## config.mk

```make
export PLATFORM = sky130hd
export DESIGN_NAME = pattern_spotter
export DESIGN_NICKNAME = d
export VERILOG_FILES = /design/src/rtl/spot_pkg.sv /design/src/rtl/spot_ctrl.sv /design/src/rtl/spot_dp.sv /design/src/rtl/pattern_spotter.sv
export SDC_FILE = /design/constraint.sdc
export NUM_CORES = 1
export LEC_CHECK = 0
export ABC_AREA = 1
export BUFFER_PORTS_ARGS = -buffer_cell sky130_fd_sc_hd__buf_4
export CAP_MARGIN = 20
export CORE_MARGIN = 3
export CORE_UTILIZATION = 62
export DETAILED_ROUTE_END_ITERATION = 10
export GPL_TIMING_DRIVEN = 0
export PLACE_DENSITY = 0.8
export SKIP_CTS_REPAIR_TIMING = 1
export SYNTH_ARGS = -nofsm -noshare
export SYNTH_HDL_FRONTEND = slang
export SYNTH_HIERARCHICAL = 1
export SYNTH_SLANG_ARGS = --single-unit
```

## constraint.sdc

```tcl
create_clock -name clk -period 3.4 [get_ports clk]
set_clock_uncertainty 0.15 [all_clocks]
set_input_delay 0.17 -clock clk [delete_from_list [all_inputs] [get_ports clk]]
set_output_delay 0.17 -clock clk [all_outputs]
set_load 0.1 [all_outputs]
```

## src/rtl/spot_pkg.sv

```systemverilog
package spot_pkg;

  // Strobes from the control to the output datapath.
  typedef struct packed {
    logic advance;  // a qualified bit is consumed this cycle
    logic hit;      // the current bit would complete the pattern
  } spotStrobe_t;

  // Pattern bit at stream position idx (idx 0 is received first).
  function automatic logic patAt(int idx, int patLen, logic [31:0] pat);
    return pat[5'(patLen - 1 - idx)];
  endfunction

  // Longest k so that the first k pattern bits equal the last k bits of
  // (first len pattern bits followed by b).
  function automatic int nextLen(int len, logic b, int patLen, logic [31:0] pat);
    int best;
    int pos;
    logic ok;
    logic rb;
    best = 0;
    for (int k = 1; k <= 32; k++) begin
      if (k <= len + 1 && k <= patLen) begin
        ok = 1'b1;
        for (int i = 0; i < 32; i++) begin
          if (i < k) begin
            pos = len + 1 - k + i;
            rb  = (pos == len) ? b : patAt(pos, patLen, pat);
            if (rb != patAt(i, patLen, pat)) ok = 1'b0;
          end
        end
        if (ok) best = k;
      end
    end
    return best;
  endfunction

  // Longest proper prefix of the pattern that is also its suffix.
  function automatic int border(int patLen, logic [31:0] pat);
    int best;
    logic ok;
    best = 0;
    for (int k = 1; k < 32; k++) begin
      if (k < patLen) begin
        ok = 1'b1;
        for (int i = 0; i < 32; i++) begin
          if (i < k) begin
            if (patAt(i, patLen, pat) != patAt(patLen - k + i, patLen, pat)) ok = 1'b0;
          end
        end
        if (ok) best = k;
      end
    end
    return best;
  endfunction

endpackage

```

## src/rtl/spot_ctrl.sv

```systemverilog
module spot_ctrl
  import spot_pkg::*;
#(
  parameter int PAT_LEN = 6,
  parameter logic [PAT_LEN-1:0] PATTERN = 6'b110011,
  parameter int LW = $clog2(PAT_LEN + 1)
) (
  input  logic          clk,
  input  logic          rstN,
  input  logic          inValid,
  input  logic          inBit,
  output spotStrobe_t   strobe,
  output logic [LW-1:0] prefixLen
);

  localparam logic [31:0] PAT32   = 32'(PATTERN);
  localparam int          RESTART = border(PAT_LEN, PAT32);

  logic [LW-1:0] stateQ;
  logic [LW-1:0] stateD;
  int            cand;

  always_comb begin
    cand          = nextLen(int'(stateQ), inBit, PAT_LEN, PAT32);
    strobe.hit     = (cand == PAT_LEN);
    strobe.advance = inValid;
    stateD        = stateQ;
    if (inValid) begin
      if (strobe.hit) stateD = LW'(RESTART);
      else            stateD = LW'(cand);
    end
  end

  always_ff @(posedge clk or negedge rstN) begin
    if (!rstN) stateQ <= '0;
    else       stateQ <= stateD;
  end

  assign prefixLen = stateQ;

endmodule

```

## src/rtl/spot_dp.sv

```systemverilog
module spot_dp
  import spot_pkg::*;
(
  input  logic        clk,
  input  logic        rstN,
  input  spotStrobe_t strobe,
  output logic        matchQ
);

  always_ff @(posedge clk or negedge rstN) begin
    if (!rstN) matchQ <= 1'b0;
    else       matchQ <= strobe.advance & strobe.hit;
  end

endmodule

```

## src/rtl/pattern_spotter.sv

```systemverilog
module pattern_spotter
  import spot_pkg::*;
#(
  parameter int PAT_LEN = 6,
  parameter logic [PAT_LEN-1:0] PATTERN = 6'b110011
) (
  input  logic clk,
  input  logic rstN,
  input  logic inValid,
  input  logic inBit,
  output logic match
);

  localparam int LW = $clog2(PAT_LEN + 1);

  spotStrobe_t   strobe;
  logic [LW-1:0] prefixLen;

  spot_ctrl #(.PAT_LEN(PAT_LEN), .PATTERN(PATTERN), .LW(LW)) u_ctrl (
    .clk       (clk),
    .rstN      (rstN),
    .inValid   (inValid),
    .inBit     (inBit),
    .strobe    (strobe),
    .prefixLen (prefixLen)
  );

  spot_dp u_dp (
    .clk    (clk),
    .rstN   (rstN),
    .strobe (strobe),
    .matchQ (match)
  );

endmodule

```

==> results of run 1 <==
## path summary, 6_finish.rpt
check / from / end / slack [ns]
max: u_ctrl/prefixLen[1] / u_ctrl/prefixLen[2] / 0.23
max in group asynchronous: rstN / u_dp/matchQ / 2.87
min: inValid / u_ctrl/prefixLen[1] / 0.02
max reg2reg: u_ctrl/prefixLen[1] / u_ctrl/prefixLen[2] / 0.23
min in group asynchronous: rstN / u_ctrl/prefixLen[0] / 0.13
min reg2reg: u_ctrl/prefixLen[2] / u_ctrl/prefixLen[2] / 0.79
## through the flow
step	power (mW)	std cells	util (%)	hold slack, ns
floorplan	0.973	191	-	-0.276
global placement	1.16	220	70.7	-0.187
detailed placement	1.20	220	70.7	-0.184
CTS	1.26	223	71.9	-0.425
global route	1.42	224	72.5	0.0284
finish	1.28	224	72.5	0.0219
## cell families (layout without fill, tap and decap cells)
| logic type | count (synthesis) | count (layout) |
|---|---|---|
| simple gates | 113 | 113 |
| compound gates | 26 | 26 |
| xor+xnor | 4 | 4 |
| fa+ha+maj | 17 | 17 |
| buf+inv | 27 | 35 |
| flops | 4 | 4 |
## Yosys cell counts (2+ instances only)
| cell | count |
|---|---|
| nor2_2 | 3 |
| nor2_1 | 8 |
| o211ai_1 | 2 |
| a21oi_1 | 8 |
| inv_2 | 2 |
| nand2_2 | 7 |
| xnor2_1 | 2 |
| nand2_1 | 55 |
| nor3_1 | 2 |
| nand3_2 | 5 |
| nand4_1 | 6 |
| o21ai_1 | 3 |
| nand3_1 | 21 |
| o22ai_1 | 2 |
| ha_1 | 17 |
| buf_6 | 2 |
| inv_1 | 21 |
| dfrtp_1 | 4 |
| o21ai_0 | 4 |
| xor2_1 | 2 |
## power breakdown
group / internal (mW) / leakage, nW / total (mW) / switching, mW
Sequential: 0.0593 / 0.0543 / 0.0867 / 0.0274
Combinational: 0.382 / 0.622 / 1.13 / 0.751
Clock: 0.0392 / 0.0138 / 0.0550 / 0.0158
Total: 0.481 / 0.690 / 1.28 / 0.794
## metal layers
metal  wire (um)  vias to the layer above  share of wire [%]  track usage [%]
met4          19                        0               0.61             7.83
met2        1450                       55                 47             47.1
met5           0                        -                  0                0
met1        1350                      602                 43             35.6
met3         291                        2                9.4             2.11
li1            -                      650                  -                -
## layout make-up
| type | instances | area [sq um] |
|---|---|---|
| Buffer | 3 | 30.0 |
| Multi-Input combinational cell | 160 | 973 |
| Inverter | 24 | 95.1 |
| Fill cell | 159 | 490 |
| Timing Repair Buffer | 5 | 40.0 |
| Tap cell | 25 | 31.3 |
| Sequential cell | 4 | 100 |
| Clock buffer | 3 | 22.5 |
## registers in the layout, indices dropped and copies added (netlist names)
| name | count |
|---|---|
| u_ctrl/prefixLen | 3 |
| u_dp/matchQ | 1 |
==> results.py, run 1 <==
metrics = {
    "setup_path": {
        "crit_type": "flip-flop to flip-flop",
        "cp-end-kind": "flip-flop",
        "cpMaxStageDelayCell": "dfrtp_1",
        "cp_cell_sequence": "inv_1, ha_1, buf_6, inv_6, nand2_4, nand3_1, nand2_1, inv_1, ha_1, a311oi_1, nand4_1, nor2_1, o211ai_1, nand2_1, nand2_1, o21ai_0",
        "path_buf_inv": 4,
        "crit_family": "simple AND/OR/NAND/NOR gates",
        "ff2ff_path_depth": 16,
        "path_max_fanout": 11,
        "slowest_delay_ns": 0.51,
        "crit_top_cell": "nand2_1",
        "startpoint_type": "flip-flop",
        "cp_data_arrival_time_ns": 3.13,
        "path_depth": 16,
        "crit_required_ns": 3.36,
    },
    "routing": {
        "wl_mm": 3.11,
        "drtIter0Drc": 88,
        "drcViolationCount": 0,
        "vias": 1309,
        "dr.pass1.iters": 4,
        "ant_nets": 0,
        "wire_per_inst_um": 13.9,
        "vias_per_cell": 5.84,
    },
    "grt": {
        "first_global_vias": 1309,
        "grt_max_degree": 13,
        "antenna_found_initial": 0,
        "grt-ovfl-total": 0,
        "track_usage_pct": 27.2,
        "grt_pass1_wl_mm": 5.46,
    },
    "power": {
        "max-vdd-ir-drop_uv": 635,
        "cellLeakagePower_nw": 0.690,
        "p_per_area_nw_per_um2": 987,
    },
    "synthesis": {
        "synth_cell_types": 35,
        "syn_inst": 191,
        "yosys.area.top_type": "ha_1",
        "ys.flop_type": "dfrtp_1",
        "synth_top_area_share_pct": 17.7,
        "synth_edf_count": 0,
        "seq_area_frac_synth_pct": 8.35,
        "synthMuxAreaShare_pct": 0,
        "synth_compound_area_share_pct": 13.6,
        "ys_ff_latch": 4,
        "synth_top_family_by_area": "simple AND/OR/NAND/NOR gates",
        "synthesis.nets": 212,
        "synth_simple_gate_area_share_pct": 47.0,
        "synth-adder-area-share_pct": 17.7,
        "netlist_area_sq_um": 1200,
        "yosysWarnings": 6,
        "syn_avg_cell_area_sq_um": 6.28,
        "yosys-top-cells-area": "ha_1 (18%), nand2_1 (17%), nand3_1 (8.8%)",
        "async_flop_share_pct": 100,
        "synth_xor_area_share_pct": 2.92,
    },
    "finish": {
        "antennaDiodeCount": 0,
        "layout.nets": 222,
        "layout_commonest_cell": "nand2_1",
        "area_growth_pct": 7.83,
        "final_design_area_no_fill_sq_um": 1290,
        "drive_gt1_share_pct": 17.1,
        "mostFrequentLayoutCells": "nand2_1 (55), inv_1 (21), nand3_1 (21)",
    },
    "run": {
        "drv_cap": 0,
    },
    "worst_hold_path": {
        "hold_depth": 2,
        "holdCritPathClass": "input port to flip-flop",
    },
    "clock_tree": {
        "cts_tree": "built",
        "clock_latency_ns": 0.22,
        "path_clk_slew_ns": 0.04,
        "cts_buffer_depth": 2,
        "cts_inserted_buffers": 3,
        "cts.sinks": 4,
        "htreeDepth": 1,
        "clock-root-buffer": "clkbuf_4",
    },
    "run_status": {
        "status": "finished clean",
    },
    "floorplan": {
        "die_w_um": 50.0,
        "core-area_sq_um": 1780,
        "rows": 15,
        "initial_utilization_pct": 67.2,
        "dieArea_sq_um": 2500,
        "ios": 5,
        "die_y_um": 50.0,
    },
    "timing": {
        "worst_pin_slew_ns": 0.404,
        "fmax_ghz": 0.315,
        "finalCritPeriodShare_pct": 93.2,
        "grt_setup_unrepaired": "false",
        "relSlewSlack_pct": 72.9,
        "setup_slack_ns": 0.230,
        "finalSetupTns_ns": 0,
        "drv_slew": 0,
        "hold_viol": 0,
        "setup_viol": 0,
        "finalCriticalPeriod_ns": 3.17,
    },
    "placement": {
        "place_hpwl_mm": 2.48,
        "port_buffers": 4,
        "routabilityCongestion": 0.900,
        "pre_cts_slack_ns": 0.327,
        "dpl_cell_area_sq_um": 1260,
    },
}
Power figures use the tool's default switching activity.
==> inputs of run 2 (changes only) <==
==> constraint.sdc (replaced) <==
create_clock -name clk -period 3.4 [get_ports clk]
set_clock_uncertainty 0.15 [all_clocks]
set_input_delay 0.68 -clock clk [delete_from_list [all_inputs] [get_ports clk]]
set_output_delay 0.68 -clock clk [all_outputs]
set_load 0.1 [all_outputs]
==> run 2 against run 1 <==
Largest power group unchanged. Total power up 0.14%. Combinational power about the same. Largest cell class unchanged. Register-to-register slack about the same. Global-route usage unchanged. Setup slack better by 0.013 ns. Worst hold slack better by 0.069 ns. Maximum frequency up 0.42%.
==> results.py, run 2 (synthesized netlist as in run 1, its figures left out) <==
metrics = {
    "run_status": {
        "status": "finished clean",
    },
    "grt": {
        "track_usage_pct": 27.2,
        "gr-max-usage-layer": "met2",
        "first_global_vias": 1309,
        "met3_usage_pct": 2.11,
        "grt_max_degree": 13,
        "grtUsageMet2_pct": 47.1,
        "grt_pass1_wl_mm": 5.46,
        "grt-ovfl-total": 0,
        "antenna_found_initial": 0,
        "grt_use_met1_pct": 35.6,
    },
    "setup_path": {
        "cp-end-kind": "flip-flop",
        "crit_required_ns": 3.37,
        "crit_type": "flip-flop to flip-flop",
        "path_max_fanout": 11,
        "cp-startpoint": "u_ctrl/prefixLen[1]",
        "endpoint": "u_ctrl/prefixLen[2]",
        "rrSetupSlack_ns": 0.24,
        "cp_data_arrival_time_ns": 3.12,
        "ff2ff_path_depth": 16,
        "r2r_start": "u_ctrl/prefixLen[1]",
        "reg2reg_to": "u_ctrl/prefixLen[2]",
        "startpoint_type": "flip-flop",
    },
    "clock_tree": {
        "cts.sinks": 4,
        "clock-root-buffer": "clkbuf_4",
        "cts_tree": "built",
        "clock_latency_ns": 0.22,
        "path_clk_slew_ns": 0.04,
        "htreeDepth": 1,
        "cts_inserted_buffers": 3,
        "cts_buffer_depth": 2,
    },
    "routing": {
        "dr.pass1.iters": 4,
        "drtIter0Drc": 79,
        "vias_per_cell": 5.96,
        "vias": 1329,
        "drcViolationCount": 0,
        "wl_mm": 3.11,
        "wire_per_inst_um": 13.9,
        "ant_nets": 0,
    },
    "power": {
        "max-vdd-ir-drop_uv": 638,
        "p_per_area_nw_per_um2": 996,
        "cellLeakagePower_nw": 0.686,
    },
    "timing": {
        "hold_viol": 0,
        "grt_setup_unrepaired": "false",
        "hold-worst-slack_ns": 0.0909,
        "finalCritPeriodShare_pct": 92.9,
        "finalCriticalPeriod_ns": 3.16,
        "setup_viol": 0,
        "relSlewSlack_pct": 73.2,
        "fmax_ghz": 0.317,
        "worst_pin_slew_ns": 0.400,
        "drv_slew": 0,
        "finalSetupTns_ns": 0,
    },
    "floorplan": {
        "ios": 5,
        "initial_utilization_pct": 67.2,
        "rows": 15,
        "die_w_um": 50.0,
        "dieArea_sq_um": 2500,
        "core-area_sq_um": 1780,
        "die_y_um": 50.0,
    },
    "finish": {
        "largest_reg_flops": 3,
        "drive_gt1_share_pct": 17.2,
        "layout_commonest_cell": "nand2_1",
        "layout.nets": 221,
        "area_growth_pct": 6.99,
        "layout.area.seq_sq_um": 100,
        "mostFrequentLayoutCells": "nand2_1 (55), inv_1 (21), nand3_1 (21)",
        "multi_input_area_sq_um": 973,
        "antennaDiodeCount": 0,
        "nFillCells": 160,
    },
    "placement": {
        "port_buffers": 4,
        "routabilityCongestion": 0.900,
        "place_hpwl_mm": 2.48,
    },
    "worst_hold_path": {
        "holdCritPathClass": "input port to async pin",
    },
    "run": {
        "drv_cap": 0,
    },
}
[run 2: cell count changes in the layout (fill, tap and decap cells not counted)]
cell	delta
dlygate4sd3_1	-1
[run 2: layer usage]
layer | share of wire (%) | vias to the layer above
li1 | - | 649
met1 | 43 | 618
met2 | 47 | 57
met3 | 9.0 | 5
met4 | 0.93 | 0
met5 | 0 | -
[run 2: where the power goes]
group	total [mW]	internal, mW	switching [mW]
sequential	0.0874	0.0593	0.0282
combinational	1.13	0.382	0.753
clock	0.0549	0.0392	0.0157
[run 2: worst min-delay path by stage]
stage,startpoint,to,slack [ns],depth (start not counted)
4_1_cts,rstN,u_ctrl/prefixLen[0],0.08,1
3_3_place_gp,rstN,u_dp/matchQ,0.32,1
2_1_floorplan,rstN,u_ctrl/prefixLen[0],0.23,0
6_report,rstN,u_ctrl/prefixLen[0],0.09,1
3_5_place_dp,rstN,u_ctrl/prefixLen[2],0.33,1
5_1_grt,rstN,u_ctrl/prefixLen[0],0.08,1
[run 2: through the flow]
| stage | setup slack (ns) | power (mW) | util (%) | cells | cell area [sq um] |
|---|---|---|---|---|---|
| floorplan | 0.767 | 0.973 | - | 191 | 1200 |
| global placement | 0.434 | 1.16 | 70.7 | 220 | 1260 |
| detailed placement | 0.327 | 1.20 | 70.7 | 220 | 1260 |
| CTS | 0.295 | 1.26 | 71.9 | 223 | 1280 |
| global route | 0.00771 | 1.42 | 71.9 | 223 | 1280 |
| finish | 0.243 | 1.28 | 71.9 | 223 | 1280 |
[run 2: final cells by class]
cell class                 count  share of cell area, %
multi-input combinational    160                   75.9
buffer                         3                   2.34
inverter                      24                   7.41
sequential                     4                   7.80
clock buffer                   3                   1.76
timing repair buffer           4                   2.34
tap                           25                   2.44
[run 2: worst max-delay path: stages (launching register included)]
cell and delay [ns]:
dfrtp_1 0.52, inv_1 0.27, ha_1 0.37, buf_6 0.16, inv_6 0.07, nand2_4 0.08, nand3_1 0.08, nand2_1 0.12
inv_1 0.07, ha_1 0.23, a311oi_1 0.28, nand4_1 0.12, nor2_1 0.15, o211ai_1 0.13, nand2_1 0.09, nand2_1 0.05
o21ai_0 0.10
